File: config.mk
export PLATFORM = sky130hd
export DESIGN_NAME = vl_flit_interleaver
export DESIGN_NICKNAME = d
export VERILOG_FILES = /design/src/rtl/vl_ilv_pkg.sv /design/src/rtl/vl_lane_track.sv /design/src/rtl/vl_arrival_order.sv /design/src/rtl/vl_lane_pick.sv /design/src/rtl/vl_flit_interleaver.sv
export SDC_FILE = /design/constraint.sdc
export NUM_CORES = 1
export LEC_CHECK = 0
export CORE_AREA = 2 2 136 138
export CTS_CLUSTER_DIAMETER = 100
export DETAILED_ROUTE_END_ITERATION = 12
export DIE_AREA = 0 0 138 140
export DONT_BUFFER_PORTS = 1
export SLEW_MARGIN = 20
export SYNTH_ARGS = -nofsm -noshare
export SYNTH_HDL_FRONTEND = slang
export SYNTH_SLANG_ARGS = --single-unit
File: constraint.sdc
create_clock -name clk -period 2.2 [get_ports clk]
set_clock_uncertainty 0.15 [all_clocks]
set_input_delay 0.33 -clock clk [delete_from_list [all_inputs] [get_ports clk]]
set_output_delay 0.33 -clock clk [all_outputs]
set_load 0.01 [all_outputs]
File: src/rtl/vl_ilv_pkg.sv
// Shared helpers for the flit interleaver.
package vl_ilv_pkg;

    // Index of the most significant set bit of v (0 when v is zero).
    function automatic int top_index(input logic [31:0] v);
        int r;
        r = 0;
        for (int k = 0; k < 32; k++) begin
            if (v[k]) r = k;
        end
        return r;
    endfunction

endpackage

File: src/rtl/vl_lane_track.sv
// Per-lane open-packet tracker.
// Holds one bit per lane that is set while that lane has sent at least one
// flit of a packet but not yet its end-marked flit.
// Assumes sources mark the last flit of every packet.
module vl_lane_track #(
    parameter int LANES = 4
) (
    input  logic             clk,
    input  logic             rst_n,
    input  logic             preempt_en,
    input  logic [LANES-1:0] fire,
    input  logic [LANES-1:0] eof,
    output logic [LANES-1:0] active
);

    for (genvar l = 0; l < LANES; l++) begin : g_lane
        logic open_q;
        // Open on any accepted non-final flit, close on the accepted final flit.
        always_ff @(posedge clk) begin
            if (!rst_n)       open_q <= 1'b0;
            else if (fire[l]) open_q <= ~eof[l];
        end
        assign active[l] = open_q;
    end

    // Whole-packet mode never has two packets open at once.
    p_single_open_r8: assert property (@(posedge clk) disable iff (!rst_n)
        !preempt_en |-> $countones(active) <= 1);

endmodule

File: src/rtl/vl_arrival_order.sv
// Arrival-age tracker for lanes waiting to start a packet.
// A lane is pending while it offers a flit and has no packet open. Row i of
// the age matrix marks the lanes that became pending before lane i. Lanes
// that become pending in the same cycle are ordered higher lane first.
// Assumes a source holds its offer until it is accepted.
module vl_arrival_order #(
    parameter int LANES = 4
) (
    input  logic             clk,
    input  logic             rst_n,
    input  logic [LANES-1:0] pend,
    input  logic [LANES-1:0] fire,
    output logic [LANES-1:0] oldest
);

    logic [LANES-1:0] seen_q;
    logic [LANES-1:0] ahead_q  [LANES];
    logic [LANES-1:0] ahead_eff[LANES];

    for (genvar i = 0; i < LANES; i++) begin : g_row
        // Effective age row: stored for known lanes, rebuilt for new arrivals.
        always_comb begin
            for (int j = 0; j < LANES; j++) begin
                if (j == i)         ahead_eff[i][j] = 1'b0;
                else if (seen_q[i]) ahead_eff[i][j] = ahead_q[i][j] & seen_q[j];
                else                ahead_eff[i][j] = seen_q[j] | (j > i);
            end
        end
        assign oldest[i] = pend[i] & ~|(ahead_eff[i] & pend);
    end

    // Store the age rows and which lanes were already waiting.
    always_ff @(posedge clk) begin
        if (!rst_n) begin
            seen_q <= '0;
            for (int i = 0; i < LANES; i++) ahead_q[i] <= '0;
        end else begin
            seen_q <= pend & ~fire;
            for (int i = 0; i < LANES; i++) ahead_q[i] <= ahead_eff[i];
        end
    end

    p_oldest_onehot_r9: assert property (@(posedge clk) disable iff (!rst_n)
        $onehot0(oldest));
    p_oldest_exists_r9: assert property (@(posedge clk) disable iff (!rst_n)
        (|pend) |-> (|oldest));

endmodule

File: src/rtl/vl_lane_pick.sv
// Lane selector.
// Preemptive mode: highest lane that offers a flit or has a packet open.
// Whole-packet mode: the open lane if any, otherwise the oldest waiting lane.
// A held stall overrides both so the output stays stable under backpressure.
module vl_lane_pick #(
    parameter int LANES = 4
) (
    input  logic                     preempt_en,
    input  logic [LANES-1:0]         in_valid,
    input  logic [LANES-1:0]         active,
    input  logic [LANES-1:0]         oldest,
    input  logic                     hold,
    input  logic [$clog2(LANES)-1:0] hold_lane,
    output logic [$clog2(LANES)-1:0] sel,
    output logic                     have
);
    import vl_ilv_pkg::*;

    localparam int LW = $clog2(LANES);

    logic [LANES-1:0] cand;

    // Choose the lane to forward this cycle.
    always_comb begin
        cand = in_valid | active;
        sel  = '0;
        have = 1'b0;
        if (hold) begin
            sel  = hold_lane;
            have = 1'b1;
        end else if (preempt_en) begin
            have = |cand;
            sel  = LW'(top_index(32'(cand)));
        end else if (|active) begin
            have = 1'b1;
            sel  = LW'(top_index(32'(active)));
        end else if (|oldest) begin
            have = 1'b1;
            sel  = LW'(top_index(32'(oldest)));
        end
    end

endmodule

File: src/rtl/vl_flit_interleaver.sv
// Priority-preemptive flit interleaver, top level.
// Merges LANES valid/ready flit streams onto one tagged output stream.
// The selected lane is forwarded combinationally. A one-cycle stall lock
// keeps a refused flit in place until the link takes it.
// Assumes: sources hold an offered flit stable until accepted; preempt_en
// changes only while no packet is partly sent; lane LANES-1 is highest.
module vl_flit_interleaver #(
    parameter int LANES = 4,
    parameter int FW    = 65
) (
    input  logic                     clk,
    input  logic                     rst_n,
    input  logic                     preempt_en,
    input  logic [LANES-1:0]         in_valid,
    output logic [LANES-1:0]         in_ready,
    input  logic [LANES*FW-1:0]      in_data,
    input  logic [LANES-1:0]         in_sof,
    input  logic [LANES-1:0]         in_eof,
    output logic                     out_valid,
    input  logic                     out_ready,
    output logic [FW-1:0]            out_data,
    output logic [$clog2(LANES)-1:0] out_lane,
    output logic                     out_sof,
    output logic                     out_eof
);

    localparam int LW = $clog2(LANES);

    logic [LANES-1:0] active, oldest, pend, fire;
    logic [LW-1:0]    sel, hold_lane_q;
    logic             have, hold_q;

    assign pend = in_valid & ~active;
    assign fire = in_valid & in_ready;

    vl_lane_track #(.LANES(LANES)) u_track (
        .clk(clk), .rst_n(rst_n), .preempt_en(preempt_en),
        .fire(fire), .eof(in_eof), .active(active)
    );

    vl_arrival_order #(.LANES(LANES)) u_order (
        .clk(clk), .rst_n(rst_n), .pend(pend), .fire(fire), .oldest(oldest)
    );

    vl_lane_pick #(.LANES(LANES)) u_pick (
        .preempt_en(preempt_en), .in_valid(in_valid), .active(active),
        .oldest(oldest), .hold(hold_q), .hold_lane(hold_lane_q),
        .sel(sel), .have(have)
    );

    // Forward the selected lane's flit with its tag.
    assign out_valid = have & in_valid[sel];
    assign out_data  = in_data[sel*FW +: FW];
    assign out_sof   = in_sof[sel];
    assign out_eof   = in_eof[sel];
    assign out_lane  = sel;

    // Grant the selected lane only when the link can take its flit.
    always_comb begin
        in_ready = '0;
        if (have && out_ready) in_ready[sel] = 1'b1;
    end

    // Lock the selection while an offered flit is refused.
    always_ff @(posedge clk) begin
        if (!rst_n) begin
            hold_q      <= 1'b0;
            hold_lane_q <= '0;
        end else begin
            hold_q      <= out_valid & ~out_ready;
            hold_lane_q <= sel;
        end
    end

    p_ready_onehot_r3: assert property (@(posedge clk) disable iff (!rst_n)
        $onehot0(in_ready));
    p_stall_hold_r4: assert property (@(posedge clk) disable iff (!rst_n)
        (out_valid && !out_ready) |=> (out_valid && $stable(out_lane) && $stable(out_data)));
    p_top_lane_r5: assert property (@(posedge clk) disable iff (!rst_n)
        (preempt_en && out_valid && !hold_q) |-> (((in_valid >> out_lane) >> 1) == '0));
    p_no_switch_r8: assert property (@(posedge clk) disable iff (!rst_n)
        (!preempt_en && out_valid && out_ready && !out_eof) |=>
        (!out_valid || out_lane == $past(out_lane)));

endmodule

# Word level (Yosys, flattened, before mapping)
# Memories as Yosys holds them, arrays and structs flattened.
# Index checks and enable logic that the tools add are counted.
[word_totals]
memories = 1
in_bits = 276
latch_bits = 0
mem_bits_ro = 0
out_inout_bits = 74
reg_bits = 11
elab_cells = 106
ramBits = 16
[memory_table]
columns = ["name", "words", "word_bits", "rd", "rd_clocked_by_memory_dff", "wr", "line", "source"]
rows = [
  ["u_order.ahead_q", 4, 4, 4, 0, 4, "vl_arrival_order.sv:17", "logic [LANES-1:0] ahead_q [LANES];"],
]
[classes]
n_eq_ne = 0
shift = 1
bitwise = 37
n_mux = 44
n_reduce_logical = 13
n_lt_le_gt_ge = 2
div_mod_pow = 0
add_sub_neg = 0
multipliers = 1
[ops]
columns = ["cell", "n"]
rows = [
  ["$shiftx 260x10->65", 1],
  ["$reduce_or 4->1", 7],
  ["$mux 1", 25],
  ["$and 4x4->4", 6],
  ["$mux 2", 10],
  ["$mux 4", 5],
  ["$and 1x1->1", 18],
  ["$mul 2x7->9 const B", 1],
  ["$not 4->4", 2],
  ["$bmux 1 s2", 3],
  ["$not 1->1", 5],
  ["$and 3x4->4", 1],
  ["$logic_not 1->1", 4],
  ["$or 1x1->1", 4],
  ["$or 4x4->4", 1],
  ["$lt 2x3->1 const B", 1],
  ["$demux 1 s2", 1],
  ["$ge 2x1->1 const B", 1],
  ["$logic_and 1x1->1", 2],
]

# Longest topological paths before layout
# An unclocked memory read counts as a cell.
[depth]
ltp_word = 22
ltp_mapped = 11
depth_no_buf = 8

# Cells and area by module
# A second synthesis with hierarchy kept.
[hier_totals]
hier_cells = 212
area_unflattened_um2 = 2780.2
[by_module_without_submodules]
columns = ["mod", "cells_per_inst", "area_each_um2", "seq_area_each_um2", "instances"]
rows = [
  ["vl_flit_interleaver", 111, 1858.0, 60.1, 1],
  ["vl_arrival_order", 63, 626.9, 320.3, 1],
  ["vl_lane_track", 16, 165.2, 80.1, 1],
  ["vl_lane_pick", 22, 130.1, 0.0, 1],
]

# Worst setup path after synthesis
# OpenSTA, ideal clock, no wires.
[synth_timing]
path_kind = "reg-to-output"
startpoint = "register u_track.g_lane[2].open_q"
endpoint = "output out_valid"
t_arrival_ps = 2079
n_path_buf = 1
path_stages_with_launch = 9
required_time_ps = 1720
slack_ps = -359
path_cell_list = "dfxtp_1 nand2b_2 o32ai_1 or3_1 and2b_1 o21a_1 buf_2 o211a_1 nor3_1"
[synth_between]
elab_chain_cells = 16
word_cells_on_any_way = 40
cone_classes = "mux: 17; bitwise: 12; reduce/logical: 11"
[synth_rtl]
columns = ["item", "line", "source"]
rows = [
  ["start, declared", "vl_lane_track.sv:17", "logic open_q;"],
  ["start signal, assigned", "vl_lane_track.sv:21", "else if (fire[l]) open_q <= ~eof[l];"],
  ["$not 4->4", "vl_flit_interleaver.sv:33", "assign pend = in_valid & ~active;"],
  ["$and 4x4->4", "vl_flit_interleaver.sv:33", ""],
  ["$and 4x4->4", "vl_arrival_order.sv:29", "assign oldest[i] = pend[i] & ~|(ahead_eff[i] & pend);"],
  ["$reduce_or 4->1", "vl_arrival_order.sv:29", ""],
  ["$logic_not 1->1", "vl_arrival_order.sv:29", ""],
  ["$and 1x1->1", "vl_arrival_order.sv:29", ""],
  ["$mux 1", "vl_ilv_pkg.sv:9", "if (v[k]) r = k;"],
  ["$mux 2 (2 in series)", "vl_ilv_pkg.sv:9", ""],
  ["$mux 2", "vl_lane_pick.sv:37", "end else if (|oldest) begin"],
  ["$mux 2", "vl_lane_pick.sv:34", "end else if (|active) begin"],
  ["$mux 2", "vl_lane_pick.sv:31", "end else if (preempt_en) begin"],
  ["$mux 2", "vl_lane_pick.sv:28", "if (hold) begin"],
  ["$bmux 1 s2", "vl_flit_interleaver.sv:52", "assign out_valid = have & in_valid[sel];"],
  ["$mux 1 (not written as such)", "vl_flit_interleaver.sv:52", ""],
  ["$and 1x1->1 (*)", "vl_flit_interleaver.sv:52", ""],
  ["end, declared", "vl_flit_interleaver.sv:19", "output logic out_valid,"],
]
# Every way passes the cells marked *; elsewhere a longest branch is shown, timed or not. The select of a mux whose other input is x is not followed.

# Worst setup path after layout
[layout_timing]
startpoint = "register u_order.seen_q[3]"
endpoint = "output out_data[15]"
[layout_between]
elab_chain_cells = 15
word_cells_on_any_way = 35
cone_classes = "mul: 1; shift: 1; mux: 13; bitwise: 11; reduce/logical: 9"
[layout_rtl]
columns = ["item", "line", "source"]
rows = [
  ["start, declared", "vl_arrival_order.sv:16", "logic [LANES-1:0] seen_q;"],
  ["start signal, assigned", "vl_arrival_order.sv:38", "seen_q <= pend & ~fire;"],
  ["$and 1x1->1", "vl_arrival_order.sv:25", "else if (seen_q[i]) ahead_eff[i][j] = ahead_q[i][j] & seen_q[j];"],
  ["$mux 1", "vl_arrival_order.sv:25", ""],
  ["$and 4x4->4", "vl_arrival_order.sv:29", ""],
  ["$reduce_or 4->1", "vl_arrival_order.sv:29", ""],
  ["$logic_not 1->1", "vl_arrival_order.sv:29", ""],
  ["$and 1x1->1", "vl_arrival_order.sv:29", ""],
  ["$mux 1", "vl_ilv_pkg.sv:9", ""],
  ["$mux 2 (2 in series)", "vl_ilv_pkg.sv:9", ""],
  ["$mux 2 (*)", "vl_lane_pick.sv:37", ""],
  ["$mux 2 (*)", "vl_lane_pick.sv:34", ""],
  ["$mux 2 (*)", "vl_lane_pick.sv:31", ""],
  ["$mux 2 (*)", "vl_lane_pick.sv:28", ""],
  ["$mul 2x7->9 (*)", "vl_flit_interleaver.sv:53", "assign out_data = in_data[sel*FW +: FW];"],
  ["$shiftx 260x10->65 (*)", "vl_flit_interleaver.sv:53", ""],
  ["end, declared", "vl_flit_interleaver.sv:21", "output logic [FW-1:0] out_data,"],
]
# Every way passes the cells marked *; elsewhere a longest branch is shown, timed or not.

==> impl_metrics.env <==
export IMPL_status="complete, but fails checks"
export IMPL_violations="negative setup slack"
export IMPL_dieArea_mm2=0.0193
export IMPL_gp_congestion=0.886
export IMPL_worst_path_max_fanout=11
export IMPL_io_buffers=0
export IMPL_nFillCells=1788
export IMPL_fin_area_mm2=0.00571
export IMPL_cts_tree="built"
export IMPL_pwr_share_clk_pct=5.3
export IMPL_clockBufferDepth=2
export IMPL_async_flop_share_pct=0
export IMPL_synth_nets=635
export IMPL_rsz0062_at_grt="true"
export IMPL_max_freq_mhz=339
export IMPL_pwr_share_comb_pct=88.2
export IMPL_relSlewSlack_pct=59.9
export IMPL_coreArea_mm2=0.0178
export IMPL_synth_warnings=0
export IMPL_critPathCaptureType="output port"
export IMPL_firstDrtPassIters=4
export IMPL_netlist_instances=359
export IMPL_holdCritPathClass="input port to flip-flop"
export IMPL_synth_top_area_cell="mux2i_1"
export IMPL_netlist_area_mm2=0.00327
export IMPL_nNetsFinal=752
export IMPL_grt_pass1_vias=3481
export IMPL_area_delta_synth_final_pct=74.7
export IMPL_p_leak_nw=2.34
export IMPL_grt_max_degree=22
export IMPL_path_cells="nor2b_4, o32ai_2, or3_4, and2b_2, o21a_4, buf_12, buf_12, mux2i_4, buf_4"
export IMPL_grt_pass1_wl_mm=21.8
export IMPL_min_period_ns=2.95
export IMPL_dp_cells=666
export IMPL_critPathBufInv=3
export IMPL_cts_buffers=3
export IMPL_ys_seq_area_share_pct=14.1
export IMPL_grtUsageTotal_pct=14.7
export IMPL_viasPerCell=4.93
export IMPL_cp_start_kind="flip-flop"
export IMPL_antenna_found_initial=1
export IMPL_htree_num_levels=1
export IMPL_row_count=49
export IMPL_routed_wl_mm=16.7
export IMPL_p_switching_mw=3.30
export IMPL_fin_cells=705
export IMPL_yosys_area_top_type_share_pct=61.5
export IMPL_finalMaxSlewViolations=0
export IMPL_layout_worst_path_cycle_share_pct=134
export IMPL_postPlaceCellArea_mm2=0.00446
export IMPL_hold_slack_ns=0.00651
export IMPL_path_delay_family="simple AND/OR/NAND/NOR gates"
export IMPL_synth_edff_count=0
export IMPL_die_height_um=140
export IMPL_required_ns=1.72
export IMPL_drt_iter0_drc=105
export IMPL_cp_slowest_cell="dfxtp_4"
export IMPL_dp_slack_ns=-0.603
export IMPL_critical_path_arrival_ns=2.47
export IMPL_clk_latency_ns=0.26
export IMPL_setup_tns_ns=-51.70
export IMPL_path_clk_slew_ns=0.07
export IMPL_synth_top_cells_by_area="mux2i_1, dfxtp_1, nor2_1"
export IMPL_max_cap_violations=0
export IMPL_final_hold_viol_count=0
export IMPL_overflow=0
export IMPL_cts_root_buf="clkbuf_16"
export IMPL_critPathMostFrequentCell="buf_12"
export IMPL_hpwlAfterDp_mm=12.4
export IMPL_setup_violations=84
export IMPL_ys_flop_type="dfxtp_1"
export IMPL_tightest_slew_ns=0.597
export IMPL_cts_sinks=23
export IMPL_p_seq_share_pct=6.5
export IMPL_ant_nets=0
export IMPL_switching_share_pct=42.0
export IMPL_initial_core_util_pct=18.4
export IMPL_drc=0
export IMPL_syn_area_per_cell_um2=9.11
export IMPL_worstSetupPathType="flip-flop to output port"
export IMPL_die_w_um=138
export IMPL_route_detailed_wl_per_inst_um=23.6
export IMPL_power_density_mw_per_mm2=1380
export IMPL_via_count=3473
export IMPL_yosysUniqueCellTypes=39
export IMPL_cp_slowest_stage_delay_ns=0.39
export IMPL_drive_gt1_share_pct=54.9
export IMPL_fin_ws_ns=-0.746
export IMPL_synth_seq_cells=23
export IMPL_ios=350
export IMPL_cts_hold_buffers_added=0
export IMPL_cellInternalPower_mw=4.56
export IMPL_ir_drop_v=0.000746
[metrics by stage]
| step | util, % | power, mW |
|---|---|---|
| floorplan | - | 4.07 |
| global placement | 25.1 | 5.32 |
| detailed placement | 25.1 | 5.36 |
| CTS | 29.1 | 7.06 |
| global route | 32.1 | 8.22 |
| finish | 32.1 | 7.86 |
[worst reg2reg max path, cell delays in order, from the launching register on]
cell	delay (ns)
dfxtp_4	0.37
a21boi_2	0.17
o22ai_1	0.10
nor3_1	0.19
nand2b_1	0.16
a41o_4	0.29
buf_12	0.19
buf_8	0.14
clkinvlp_4	0.14
buf_4	0.16
buf_4	0.14
o311a_1	0.33
[worst paths after layout]
path                            slack (ns)  cells after the start                              from                                     to
worst min register to register        0.34                      2  u_order.ahead_q[0][9]$_SDFF_PN0_       u_order.ahead_q[0][9]$_SDFF_PN0_
worst min-delay path                 0.007                      1                       in_valid[1]  u_track.g_lane[1].open_q$_SDFFE_PN0P_
worst max-delay path                 -0.75                      9      u_order.seen_q[3]$_SDFF_PN0_                           out_data[15]
worst max register to register       -0.43                     11      u_order.seen_q[2]$_SDFF_PN0_           u_order.seen_q[0]$_SDFF_PN0_
[cell type report]
type	instances	area [um2]	area share, %
Multi-Input combinational cell	302	3420	59.8
Timing Repair Buffer	136	1400	24.6
Sequential cell	23	475	8.32
Tap cell	229	287	5.02
Clock buffer	3	75.1	1.31
Inverter	10	43.8	0.767
Clock inverter	1	7.51	0.131
Antenna cell	1	2.50	0.0438
[repair_timing]
item,in CTS,in global routing
cloned,8,3
endpoints found under the hold margin,0,0
resized for setup,70,67
pin swaps,5,5
setup buffers,14,9
endpoints found under the setup margin,83,84
[cell usage in the layout, fill, tap and decap left out, types with 5 or more instances in the layout]
cell	n
buf_4	106
nor2_1	22
nor3_1	7
inv_1	7
mux2i_2	47
buf_6	6
nand2_1	5
buf_12	11
mux2i_1	118
mux2i_4	36
nor3_2	6
buf_16	7
dfxtp_1	17
clkbuf_16	5
[synth_stat cells (2+ instances only)]
master,number
nand3_1,2
buf_2,14
buf_4,9
o21ai_0,4
nand2_1,5
nand3b_1,2
o41ai_1,2
nor4_1,3
a41oi_1,4
o22ai_1,3
nand2b_1,3
o21a_1,2
o211a_1,2
nor3_1,14
mux2i_1,201
o31a_1,2
a311oi_1,3
dfxtp_1,23
inv_1,9
o211ai_1,2
nor2_1,22
nor2b_1,7
a21boi_0,5
[flip-flops by register name (all words and copies together) (netlist names)]
register,count
hold_lane_q,2
u_order.seen_q,4
u_track.g_lane.open_q,4
u_order.ahead_q,12
hold_q,1
[kinds of logic (layout without fill, tap and decap cells)]
kind of cell / after synthesis / after routing / synth area share [%]
muxes: 202 / 202 / 61.9
and+or+nand+nor: 63 / 63 / 9.68
other: 0 / 1 / 0
DFF: 23 / 23 / 14.1
buffers and inverters: 36 / 150 / 6.05
AOI/OAI and AO/OA: 35 / 37 / 8.30
[power by group through the flow]
stage | clock (mW) | combinational [mW] | sequential [mW]
finish | 0.416 | 6.93 | 0.511
global route | 0.446 | 7.26 | 0.517
CTS | 0.426 | 6.12 | 0.506
detailed placement | 0 | 4.85 | 0.514
global placement | 0 | 4.81 | 0.512
floorplan | 0 | 3.56 | 0.510
[routing by layer]
| layer | part of all wire, % | up-vias | GRT usage, % |
|---|---|---|---|
| li1 | - | 1605 | - |
| met1 | 38 | 1630 | 18.1 |
| met2 | 52 | 218 | 25.6 |
| met3 | 7.5 | 20 | 3.08 |
| met4 | 2.5 | 0 | 4.89 |
| met5 | 0 | - | 0 |
No activity file was read; power rests on OpenSTA's default activity.
